**src/rtl/phyup_pkg.sv**
```systemverilog
// Package: shared state and result encodings for the PHY power-up sequencer.
// Assumes: nothing beyond IEEE 1800-2017.
package phyup_pkg;

    typedef enum logic [2:0] {
        ST_IDLE   = 3'd0,
        ST_SETTLE = 3'd1,
        ST_CAL    = 3'd2,
        ST_BAND   = 3'd3,
        ST_LOCK   = 3'd4
    } seq_state_t;

    typedef enum logic [1:0] {
        RES_OK       = 2'd0,
        RES_CAL_TMO  = 2'd1,
        RES_LOCK_TMO = 2'd2
    } result_t;

endpackage

```
**src/rtl/phyup_band_map.sv**
```systemverilog
// Module: phyup_band_map
// Maps a card-clock rate in Hz to a DLL band code. It also flags rates that
// sit too far from the band centre or above the top band.
// Assumes: RATE_W is wide enough to hold 200 MHz plus tolerance.
module phyup_band_map #(
    parameter int RATE_W = 32
) (
    input  logic [RATE_W-1:0] rate,
    output logic [1:0]        band,
    output logic              warn,
    output logic              is_zero
);
    localparam logic [RATE_W-1:0] EDGE_1   = RATE_W'(75_000_000);
    localparam logic [RATE_W-1:0] EDGE_2   = RATE_W'(125_000_000);
    localparam logic [RATE_W-1:0] EDGE_3   = RATE_W'(175_000_000);
    localparam logic [RATE_W-1:0] MHZ_50   = RATE_W'(50_000_000);
    localparam logic [RATE_W-1:0] MHZ_100  = RATE_W'(100_000_000);
    localparam logic [RATE_W-1:0] MHZ_150  = RATE_W'(150_000_000);
    localparam logic [RATE_W-1:0] MHZ_200  = RATE_W'(200_000_000);
    localparam logic [RATE_W-1:0] TOL      = RATE_W'(15_000_000);

    logic [RATE_W-1:0] centre;
    logic [RATE_W-1:0] delta;

    // Band selection and centre frequency from the rate.
    always_comb begin
        is_zero = (rate == '0);
        if (is_zero) begin
            band   = 2'd0;
            centre = MHZ_200;
        end else if (rate < EDGE_1) begin
            band   = 2'd1;
            centre = MHZ_50;
        end else if (rate < EDGE_2) begin
            band   = 2'd2;
            centre = MHZ_100;
        end else if (rate < EDGE_3) begin
            band   = 2'd3;
            centre = MHZ_150;
        end else begin
            band   = 2'd0;
            centre = MHZ_200;
        end
    end

    // Tolerance check against the band centre.
    always_comb begin
        delta = (rate > centre) ? (rate - centre) : (centre - rate);
        warn  = ((rate > MHZ_50) && (delta > TOL)) || (rate > MHZ_200);
    end

endmodule

```
**src/rtl/phyup_timer.sv**
```systemverilog
// Module: phyup_timer
// Loadable down-counter shared by the settle, calibration and lock waits.
// Assumes: load values are at least 1. The owner never decrements on the
// last count.
module phyup_timer #(
    parameter int CNT_W = 8
) (
    input  logic             clk,
    input  logic             rst_n,
    input  logic             load,
    input  logic [CNT_W-1:0] load_val,
    input  logic             dec,
    output logic             last
);
    logic [CNT_W-1:0] cnt;

    // Count register: a load takes priority over a decrement.
    always_ff @(posedge clk) begin
        if (!rst_n) begin
            cnt <= '0;
        end else if (load) begin
            cnt <= load_val;
        end else if (dec) begin
            cnt <= cnt - 1'b1;
        end
    end

    assign last = (cnt == CNT_W'(1));

    // The owner never decrements an empty counter (R3, R6, R9 windows).
    p_no_underflow_r9: assert property (@(posedge clk) disable iff (!rst_n)
        dec |-> (cnt != '0));

    // A load value is never zero.
    p_load_nonzero_r3: assert property (@(posedge clk) disable iff (!rst_n)
        load |-> (load_val != '0));

endmodule

```
**src/rtl/phyup_seq.sv**
```systemverilog
// Module: phyup_seq (top)
// Sequences PHY power-up: force the lines low, settle, release power-down,
// wait for calibration, set the DLL band, enable the DLL, then wait for lock.
// Power-off requests only force the lines low.
// Assumes: status inputs are synchronous to clk. The timing parameters are
// all at least 1.
module phyup_seq #(
    parameter int REF_CYC_PER_US = 100,
    parameter int SETTLE_US      = 3,
    parameter int CAL_TO_US      = 50,
    parameter int LOCK_TO_MS     = 50,
    parameter int RATE_W         = 32
) (
    input  logic              clk,
    input  logic              rst_n,
    input  logic              req_valid,
    input  logic              req_on,
    input  logic [RATE_W-1:0] rate_hz,
    input  logic              cal_done,
    input  logic              dll_ready,
    output logic              pwr_up,
    output logic              dll_en,
    output logic [1:0]        freq_band,
    output logic              rate_warn,
    output logic              done,
    output logic              err,
    output logic [1:0]        err_code
);
    import phyup_pkg::*;

    localparam int SETTLE_CYC = SETTLE_US * REF_CYC_PER_US;
    localparam int CAL_CYC    = CAL_TO_US * REF_CYC_PER_US;
    localparam int LOCK_CYC   = LOCK_TO_MS * 1000 * REF_CYC_PER_US;
    localparam int MAX_CYC    = (LOCK_CYC > CAL_CYC) ?
                                ((LOCK_CYC > SETTLE_CYC) ? LOCK_CYC : SETTLE_CYC) :
                                ((CAL_CYC > SETTLE_CYC) ? CAL_CYC : SETTLE_CYC);
    localparam int CNT_W      = $clog2(MAX_CYC + 1);

    seq_state_t       st;
    logic [1:0]       band_q;
    logic             zero_q;
    logic [1:0]       band_c;
    logic             warn_c;
    logic             zero_c;
    logic             t_load;
    logic             t_dec;
    logic             t_last;
    logic [CNT_W-1:0] t_val;

    phyup_band_map #(.RATE_W(RATE_W)) u_band (
        .rate    (rate_hz),
        .band    (band_c),
        .warn    (warn_c),
        .is_zero (zero_c)
    );

    phyup_timer #(.CNT_W(CNT_W)) u_tmr (
        .clk      (clk),
        .rst_n    (rst_n),
        .load     (t_load),
        .load_val (t_val),
        .dec      (t_dec),
        .last     (t_last)
    );

    // Timer control: which interval to load, and when to count down.
    always_comb begin
        t_load = 1'b0;
        t_dec  = 1'b0;
        t_val  = CNT_W'(SETTLE_CYC);
        case (st)
            ST_IDLE: begin
                t_load = req_valid && req_on;
                t_val  = CNT_W'(SETTLE_CYC);
            end
            ST_SETTLE: begin
                t_load = t_last;
                t_dec  = !t_last;
                t_val  = CNT_W'(CAL_CYC);
            end
            ST_CAL:  t_dec = !cal_done && !t_last;
            ST_BAND: begin
                t_load = !zero_q;
                t_val  = CNT_W'(LOCK_CYC);
            end
            ST_LOCK: t_dec = !dll_ready && !t_last;
            default: ;
        endcase
    end

    // Main sequence: state, PHY control lines and result pulses.
    always_ff @(posedge clk) begin
        if (!rst_n) begin
            st        <= ST_IDLE;
            pwr_up    <= 1'b0;
            dll_en    <= 1'b0;
            freq_band <= 2'd0;
            rate_warn <= 1'b0;
            band_q    <= 2'd0;
            zero_q    <= 1'b0;
            done      <= 1'b0;
            err       <= 1'b0;
            err_code  <= RES_OK;
        end else begin
            done     <= 1'b0;
            err      <= 1'b0;
            err_code <= RES_OK;
            case (st)
                ST_IDLE: if (req_valid) begin
                    pwr_up <= 1'b0;
                    dll_en <= 1'b0;
                    if (req_on) begin
                        band_q    <= band_c;
                        zero_q    <= zero_c;
                        rate_warn <= warn_c;
                        st        <= ST_SETTLE;
                    end else begin
                        rate_warn <= 1'b0;
                        done      <= 1'b1;
                    end
                end
                ST_SETTLE: if (t_last) begin
                    pwr_up <= 1'b1;
                    st     <= ST_CAL;
                end
                ST_CAL: if (cal_done) begin
                    freq_band <= band_q;
                    st        <= ST_BAND;
                end else if (t_last) begin
                    err      <= 1'b1;
                    err_code <= RES_CAL_TMO;
                    st       <= ST_IDLE;
                end
                ST_BAND: begin
                    dll_en <= 1'b1;
                    if (zero_q) begin
                        done <= 1'b1;
                        st   <= ST_IDLE;
                    end else begin
                        st <= ST_LOCK;
                    end
                end
                ST_LOCK: if (dll_ready) begin
                    done <= 1'b1;
                    st   <= ST_IDLE;
                end else if (t_last) begin
                    err      <= 1'b1;
                    err_code <= RES_LOCK_TMO;
                    st       <= ST_IDLE;
                end
                default: st <= ST_IDLE;
            endcase
        end
    end

    // The DLL is only enabled while the PHY is powered.
    p_dll_needs_pwr_r7: assert property (@(posedge clk) disable iff (!rst_n)
        dll_en |-> pwr_up);

    // The band does not move while waiting for lock.
    p_band_hold_r7: assert property (@(posedge clk) disable iff (!rst_n)
        (st == ST_LOCK) |-> $stable(freq_band));

    // The lines stay low during the settle interval.
    p_settle_low_r3: assert property (@(posedge clk) disable iff (!rst_n)
        (st == ST_SETTLE) |-> (!pwr_up && !dll_en));

    // Success and failure never coincide.
    p_excl_r11: assert property (@(posedge clk) disable iff (!rst_n)
        !(done && err));

    // A result pulse lasts one cycle.
    p_pulse_r11: assert property (@(posedge clk) disable iff (!rst_n)
        (done || err) |=> !(done || err));

    // An error code is present exactly when an error is reported.
    p_code_r11: assert property (@(posedge clk) disable iff (!rst_n)
        (err_code != RES_OK) == err);

    // A calibration timeout leaves the DLL disabled.
    p_cal_err_r6: assert property (@(posedge clk) disable iff (!rst_n)
        (err && err_code == RES_CAL_TMO) |-> !dll_en);

endmodule

```
**config.mk**
```make
export PLATFORM = sky130hd
export DESIGN_NAME = phyup_seq
export DESIGN_NICKNAME = d
export VERILOG_FILES = /design/src/rtl/phyup_pkg.sv /design/src/rtl/phyup_band_map.sv /design/src/rtl/phyup_timer.sv /design/src/rtl/phyup_seq.sv
export SDC_FILE = /design/constraint.sdc
export NUM_CORES = 1
export LEC_CHECK = 0
export BUFFER_PORTS_ARGS = -buffer_cell sky130_fd_sc_hd__buf_2
export CORE_MARGIN = 4
export CORE_UTILIZATION = 30
export CTS_BUF_LIST = sky130_fd_sc_hd__clkbuf_16
export CTS_CLUSTER_DIAMETER = 120
export DETAILED_ROUTE_END_ITERATION = 16
export SETUP_SLACK_MARGIN = 0.15
export SYNTH_ARGS = -nofsm -noshare
export SYNTH_HDL_FRONTEND = slang
export SYNTH_HIERARCHICAL = 1
export SYNTH_SLANG_ARGS = --single-unit
export TNS_END_PERCENT = 1
```
**constraint.sdc**
```tcl
create_clock -name clk -period 7.75 [get_ports clk]
set_input_delay 1.1625 -clock clk [delete_from_list [all_inputs] [get_ports clk]]
set_output_delay 1.1625 -clock clk [all_outputs]
set_load 0.1 [all_outputs]
```
After elaboration in Yosys (flattened, before gate mapping). Cells that the tools add are included.

Add/sub/neg operators: 3. Reduce and logical (&&, ||, !) cells: 20. Equality and inequality tests: 8. Muxes and demuxes: 41. Order comparisons: 7.

Operators with widths (number): $mux W32 (4); $lt A32 B27 Y1 const B (2); $sub A32 B32 Y32 (2); $mux W23 (2); $pmux W23 S2 (1); $gt A32 B24 Y1 const B (1); $gt A32 B26 Y1 const B (1); $gt A32 B28 Y1 const B (1); $gt A32 B32 Y1 (1); $logic_not A32 Y1 (1); $lt A32 B28 Y1 const B (1); $mux W26 (1); $eq A23 B1 Y1 const B (1); $sub A23 B1 Y23 const B (1); $mux W3 (7); $pmux W3 S5 (1); $mux W1 (12); $mux W2 (6); $pmux W1 S3 (3); $reduce_and A3 Y1 (3); $eq A3 B2 Y1 const B (2); $ne A2 B2 Y1 const B (3); $pmux W1 S2 (3); $reduce_and A2 Y1 (3); other kinds (8) (16).

Output and inout port bits: 9. Register bits after elaboration: 38. Input port bits: 38.

Logic depth before layout (Yosys ltp).
Depth after elaboration: 11. Gate-level depth with buffers: 27. Gate-level depth less buffers: 25.

By module. Netlist, hierarchy kept.

Modules (own cells, without submodules): phyup_band_map (cells each 412, seq. area each 0.0 µm², area each 2690.1 µm², times used 1); phyup_timer (cells each 152, seq. area each 460.4 µm², area each 1318.8 µm², times used 1); phyup_seq (cells each 85, seq. area each 300.3 µm², area each 725.7 µm², times used 1).

Least setup slack after synthesis. No wires, ideal clock.

Kind: input-to-reg. From: in rate_hz[0]. To: reg rate_warn. Required time: 7.630 ns. Stages on the path: 20. Path slack: 1.800 ns. Arrival time: 5.829 ns. Cells stage by stage: or4_4 or2_2 nor3_1 nand3_1 nor3_1 nand2b_1 inv_1 ha_1 clkbuf_1 or4bb_1 a31oi_1 o21ai_0 a311oi_1 a211oi_1 mux2i_1 or4_4 a211oi_2 o21ai_1 nand3_1 a21boi_1.

Elaborated cells on any way between the ends: 18. Classes of those cells: add/sub: 2; order compare: 7; mux: 6; reduce/logical: 3.

RTL lines: start, declared (line phyup_seq.sv:18) `input logic [RATE_W-1:0] rate_hz,`; $logic_not A32 Y1 * (line phyup_band_map.sv:27) `is_zero = (rate == '0);`; via zero_c (line phyup_seq.sv:44) `logic zero_c;`; $mux W32 * (line phyup_band_map.sv:28) `if (is_zero) begin`; $sub A32 B32 Y32 / $gt A32 B32 Y1 (equally long branches) (line phyup_band_map.sv:48) `delta = (rate > centre) ? (rate - centre) : (centre - rate);`; $mux W32 * (line phyup_band_map.sv:48); $gt A32 B24 Y1 * (line phyup_band_map.sv:49) `warn = ((rate > MHZ_50) && (delta > TOL)) || (rate > MHZ_200);`; $logic_and A1 B1 Y1 * (line phyup_band_map.sv:49); $logic_or A1 B1 Y1 * (line phyup_band_map.sv:49); via warn_c (line phyup_seq.sv:43) `logic warn_c;`; $mux W1 * (line phyup_seq.sv:112) `if (req_on) begin`; end signal, assigned (line phyup_seq.sv:115) `rate_warn <= warn_c;`; end, declared (line phyup_seq.sv:24) `output logic rate_warn,`.

The timed path passes the listed nets; every way through them passes the cells marked *. A chain may end at the register's enable or synchronous reset.

Final worst setup path.
From: in rate_hz[10]. To: reg rate_warn.

Word-level cells in the longest chain between the ends: 11. Elaborated cells on any way between the ends: 18. Classes of those cells: add/sub: 2; order compare: 7; mux: 6; reduce/logical: 3.

Ends and longest elaborated chain: $lt A32 B28 Y1 (line phyup_band_map.sv:37) `end else if (rate < EDGE_3) begin`; $mux W26 (line phyup_band_map.sv:37); $mux W32 (line phyup_band_map.sv:34) `end else if (rate < EDGE_2) begin`; $mux W32 (line phyup_band_map.sv:31) `end else if (rate < EDGE_1) begin`; $mux W32 (line phyup_band_map.sv:28); $sub A32 B32 Y32 / $gt A32 B32 Y1 (equally long branches) (line phyup_band_map.sv:48); $mux W32 (line phyup_band_map.sv:48); $gt A32 B24 Y1 (line phyup_band_map.sv:49); $logic_and A1 B1 Y1 (line phyup_band_map.sv:49); $logic_or A1 B1 Y1 * (line phyup_band_map.sv:49); via warn_c (line phyup_seq.sv:43); $mux W1 * (line phyup_seq.sv:112).

Marks and branches as above.

==> metrics.md <==
| Metric | Value |
|---|---|
| RSZ-0062 raised after global routing | no |
| Drt drc | 0 |
| Clk buf depth | 2 |
| Max Slew Vio Count | 0 |
| Worst path arrival time | roughly 6.8 ns |
| CP Launch Type | input port |
| Antenna Violating Nets Remaining | 0 |
| Number of global-route vias before repair | around 4800 |
| DR iter-0 viols | approximately 630 |
| DRT Pass-1 Iters | 5 |
| Final net count | 749 |
| Die ar. | roughly 18000 sq um |
| Via count | a little over 5000 |
| R2R setup slack | a little over 3 ns |
| HP Class | reg2reg |
| WHS Path Cells | 2 |
| Worst reg2reg path depth | 9 |
| Leakage | slightly below 2 nW |
| Least-Margin Pin Slew | between 1 and 1.5 ns |
| Clk Tree Root Cell | clkbuf_16 |
| Routed WL | 15000 um |
| FF-to-FF Start | u_tmr/cnt[4] |
| Synthesized instance count | approximately 650 |
| Crit end category | flip-flop |
| Initial antenna violation count | 0 |
| CP bufs+invs | 2 |
| P per Cell Area | 143 nW/um^2 |
| Antenna diodes | 0 |
| Count of cell types in the netlist | 87 |
| WP data required | between 7 and 8 ns |
| Synthesis Warnings | 6 |
| Die Span X | 134 um |
| #FFs+latches synth | 38 |
| I/O Buffers | 46 |
| Cell Rows | 45 |
| Pin count of the biggest net entering global routing | 39 |
| Layout cell share with drive strength beyond 1 | 12.0% |
| CTS Buf Count | 5 |
| Mapped cell area | between 4000 and 5000 sq um |
| Max Fclk | between 150 and 200 MHz |
| Main synth FF type | dfxtp_1 |
| CP max-delay cell | o21ai_0 |
| CTS Hold Bufs | 0 |
| Finished Core Util | 34.6% |
| Total track usage | 16.4% |
| Status | completed |
| Total gr overflow | 0 |
| Syn avg cell area | 7.30 sq um |
| CP dominant cell by count | nor2_1 |
| Commonest non-fill, non-tap cell in the layout | nand2_1 |
| Clock Skews | 0.00549 ns |
| DP HPWL | roughly 11000 um |
| Final period utilization | ~85% |
| Die span in y | between 100 and 150 um |
| Sum of negative setup slack | 0 ns |
| Count of flip-flops with a built-in enable after synthesis | 0 |
| Synth async-reset ratio | 0% |
| Worst hold start | dll_en |
| Most frequent cells in the layout | nand2_1 (50), a21oi_1 (49), nor2_1 (47), buf_2 (46), o21ai_0 (42) |
| H-tree depth | 2 |
| CTS tree | built |
| GPL Wtd Cong | approximately 1 |
| Clock-pin slew on the worst setup and hold paths | 0.06 ns |
| CP delay by family, top | compound AO/OA/AOI/OAI gates |
| Relative slew slack | 22.4% |
| Reg2reg end | u_tmr/cnt[21] |
| Setup repair bufs after CTS | 0 |
| Top-Level Pins | 47 |
| Core area | approximately 15000 sq um |
| WL/cell | between 15 and 20 um |
| Tmin final | between 6 and 7 ns |
| Initial core utilization | a little under a third |
| Worst-skew pair later-pin latency | approximately 0.28 ns |
| Final hold viol count | 0 |
| Max cap viols | 0 |
| Tot Pwr | 0.761 mW |
| CTS resizes | 0 |
| Crit path kind | in2reg |
| Max VDD drop | ~0.000094 V |
| Synth-to-Final Area Change | 12.0% |
| Worst-path maximum fanout | 16 |
| Setup violators final | 0 |
| Max stage delay on crit path | ~0.64 ns |
| First-pass GRT wire length | 24700 um |
| Vias per cell | about 5.8 |
| Min-Delay Endpoint | dll_en |
| Clock sink count | 38 |
| Critical path, cell by cell | buf_2 -> nor2_1 -> nand2_1 -> nor3_1 -> nor4_1 -> o41ai_1 -> a311o_1 -> a21oi_1 -> o21ai_0 -> nor2_1 -> inv_1 -> ha_1 -> a21oi_1 -> o21ai_0 -> nor2_1 -> o21a_1 -> a31o_2 -> mux2i_1 -> xnor2_1 -> nor4_1 -> a41o_1 -> o21ai_1 -> nand3_1 -> a21boi_1 |
| Seq/Total Area, Yosys | ~16% |
sequential cells by signal, indices dropped and copies added (netlist names):
name and count:
pwr_up 1, freq_band 2, err_code 2, done 1, band_q 2, st 3
err 1, rate_warn 1, dll_en 1, zero_q 1, u_tmr/cnt 23
worst max-delay path by stage:
stage / start / end / slack (ns) / cells past startpoint
final: rate_hz[10] / rate_warn / 1.12 / 24
after global routing: rate_hz[10] / rate_warn / 0.62 / 24
after CTS: rate_hz[0] / rate_warn / 1.21 / 20
after detailed placement: rate_hz[0] / rate_warn / 0.95 / 20
after global placement: rate_hz[0] / rate_warn / 0.98 / 20
after floorplan: rate_hz[0] / rate_warn / 1.80 / 20
power breakdown:
group / internal (mW) / total [mW] / switching, mW / leakage (nW)
registers: 0.211 / 0.231 / 0.0206 / 0.311
clock network: 0.185 / 0.267 / 0.0820 / 0.0940
logic: 0.102 / 0.263 / 0.160 / 1.57
synth_stat cells (all sizes together) (7+ instances only):
cell type	instances	area share, %
a211oi	19	3.1
a21o	7	1.1
a21oi	49	5.2
a31oi	15	2.0
buf	11	1.5
clkbuf	22	2.2
dfxtp	38	16
ha	29	7.7
inv	37	2.9
mux2i	11	2.3
nand2	50	4.0
nand2b	7	0.92
nand3	14	1.5
nand4	7	0.92
nor2	47	3.7
nor2b	9	1.2
nor3	28	3.0
nor4	15	2.4
o21ai	45	4.8
o22ai	8	1.1
o31ai	9	1.4
or3	12	1.6
or4	12	2.2
xnor2	19	3.5
xor2	12	2.2
per-stage QoR:
step	hold WS (ns)	area [sq um]	std cells	worst slack, ns
4_1_cts	0.458	5300	893	1.21
3_3_place_gp	0.447	5110	885	0.977
3_5_place_dp	0.449	5110	885	0.949
5_1_grt	0.470	5300	893	0.623
6_report	0.450	5300	893	1.12
2_1_floorplan	0.446	4770	658	1.80
layout make-up:
type | instances | area [sq um]
fill | 1660 | 10000
multi-input combinational | 549 | 3690
sequential | 38 | 761
tap | 211 | 264
timing repair buffer | 49 | 253
inverter | 38 | 143
clock buffer | 5 | 125
clock inverter | 3 | 68.8
kinds of logic after synthesis:
kind of cell / share of synthesized area (%)
AND/OR/NAND/NOR: 29.9
multiplexers: 2.80
buffers and inverters: 6.71
adder cells (fa/ha/maj): 8.09
other: 0.159
flip-flops: 16.1
AO/OA/AOI/OAI: 30.5
XOR/XNOR: 5.73
tightest hold or removal path: stages (launching register included):
cell	delay (ns)
dfxtp_1	0.31
nand2_1	0.05
a21boi_1	0.05
per-layer routing:
layer / track usage [%] / routed length (um)
met1: 24.0 / 7180
met2: 25.3 / 6530
met3: 2.11 / 1050
met4: 4.17 / 233
met5: 0 / 0
(Power assumes the default switching activity.)
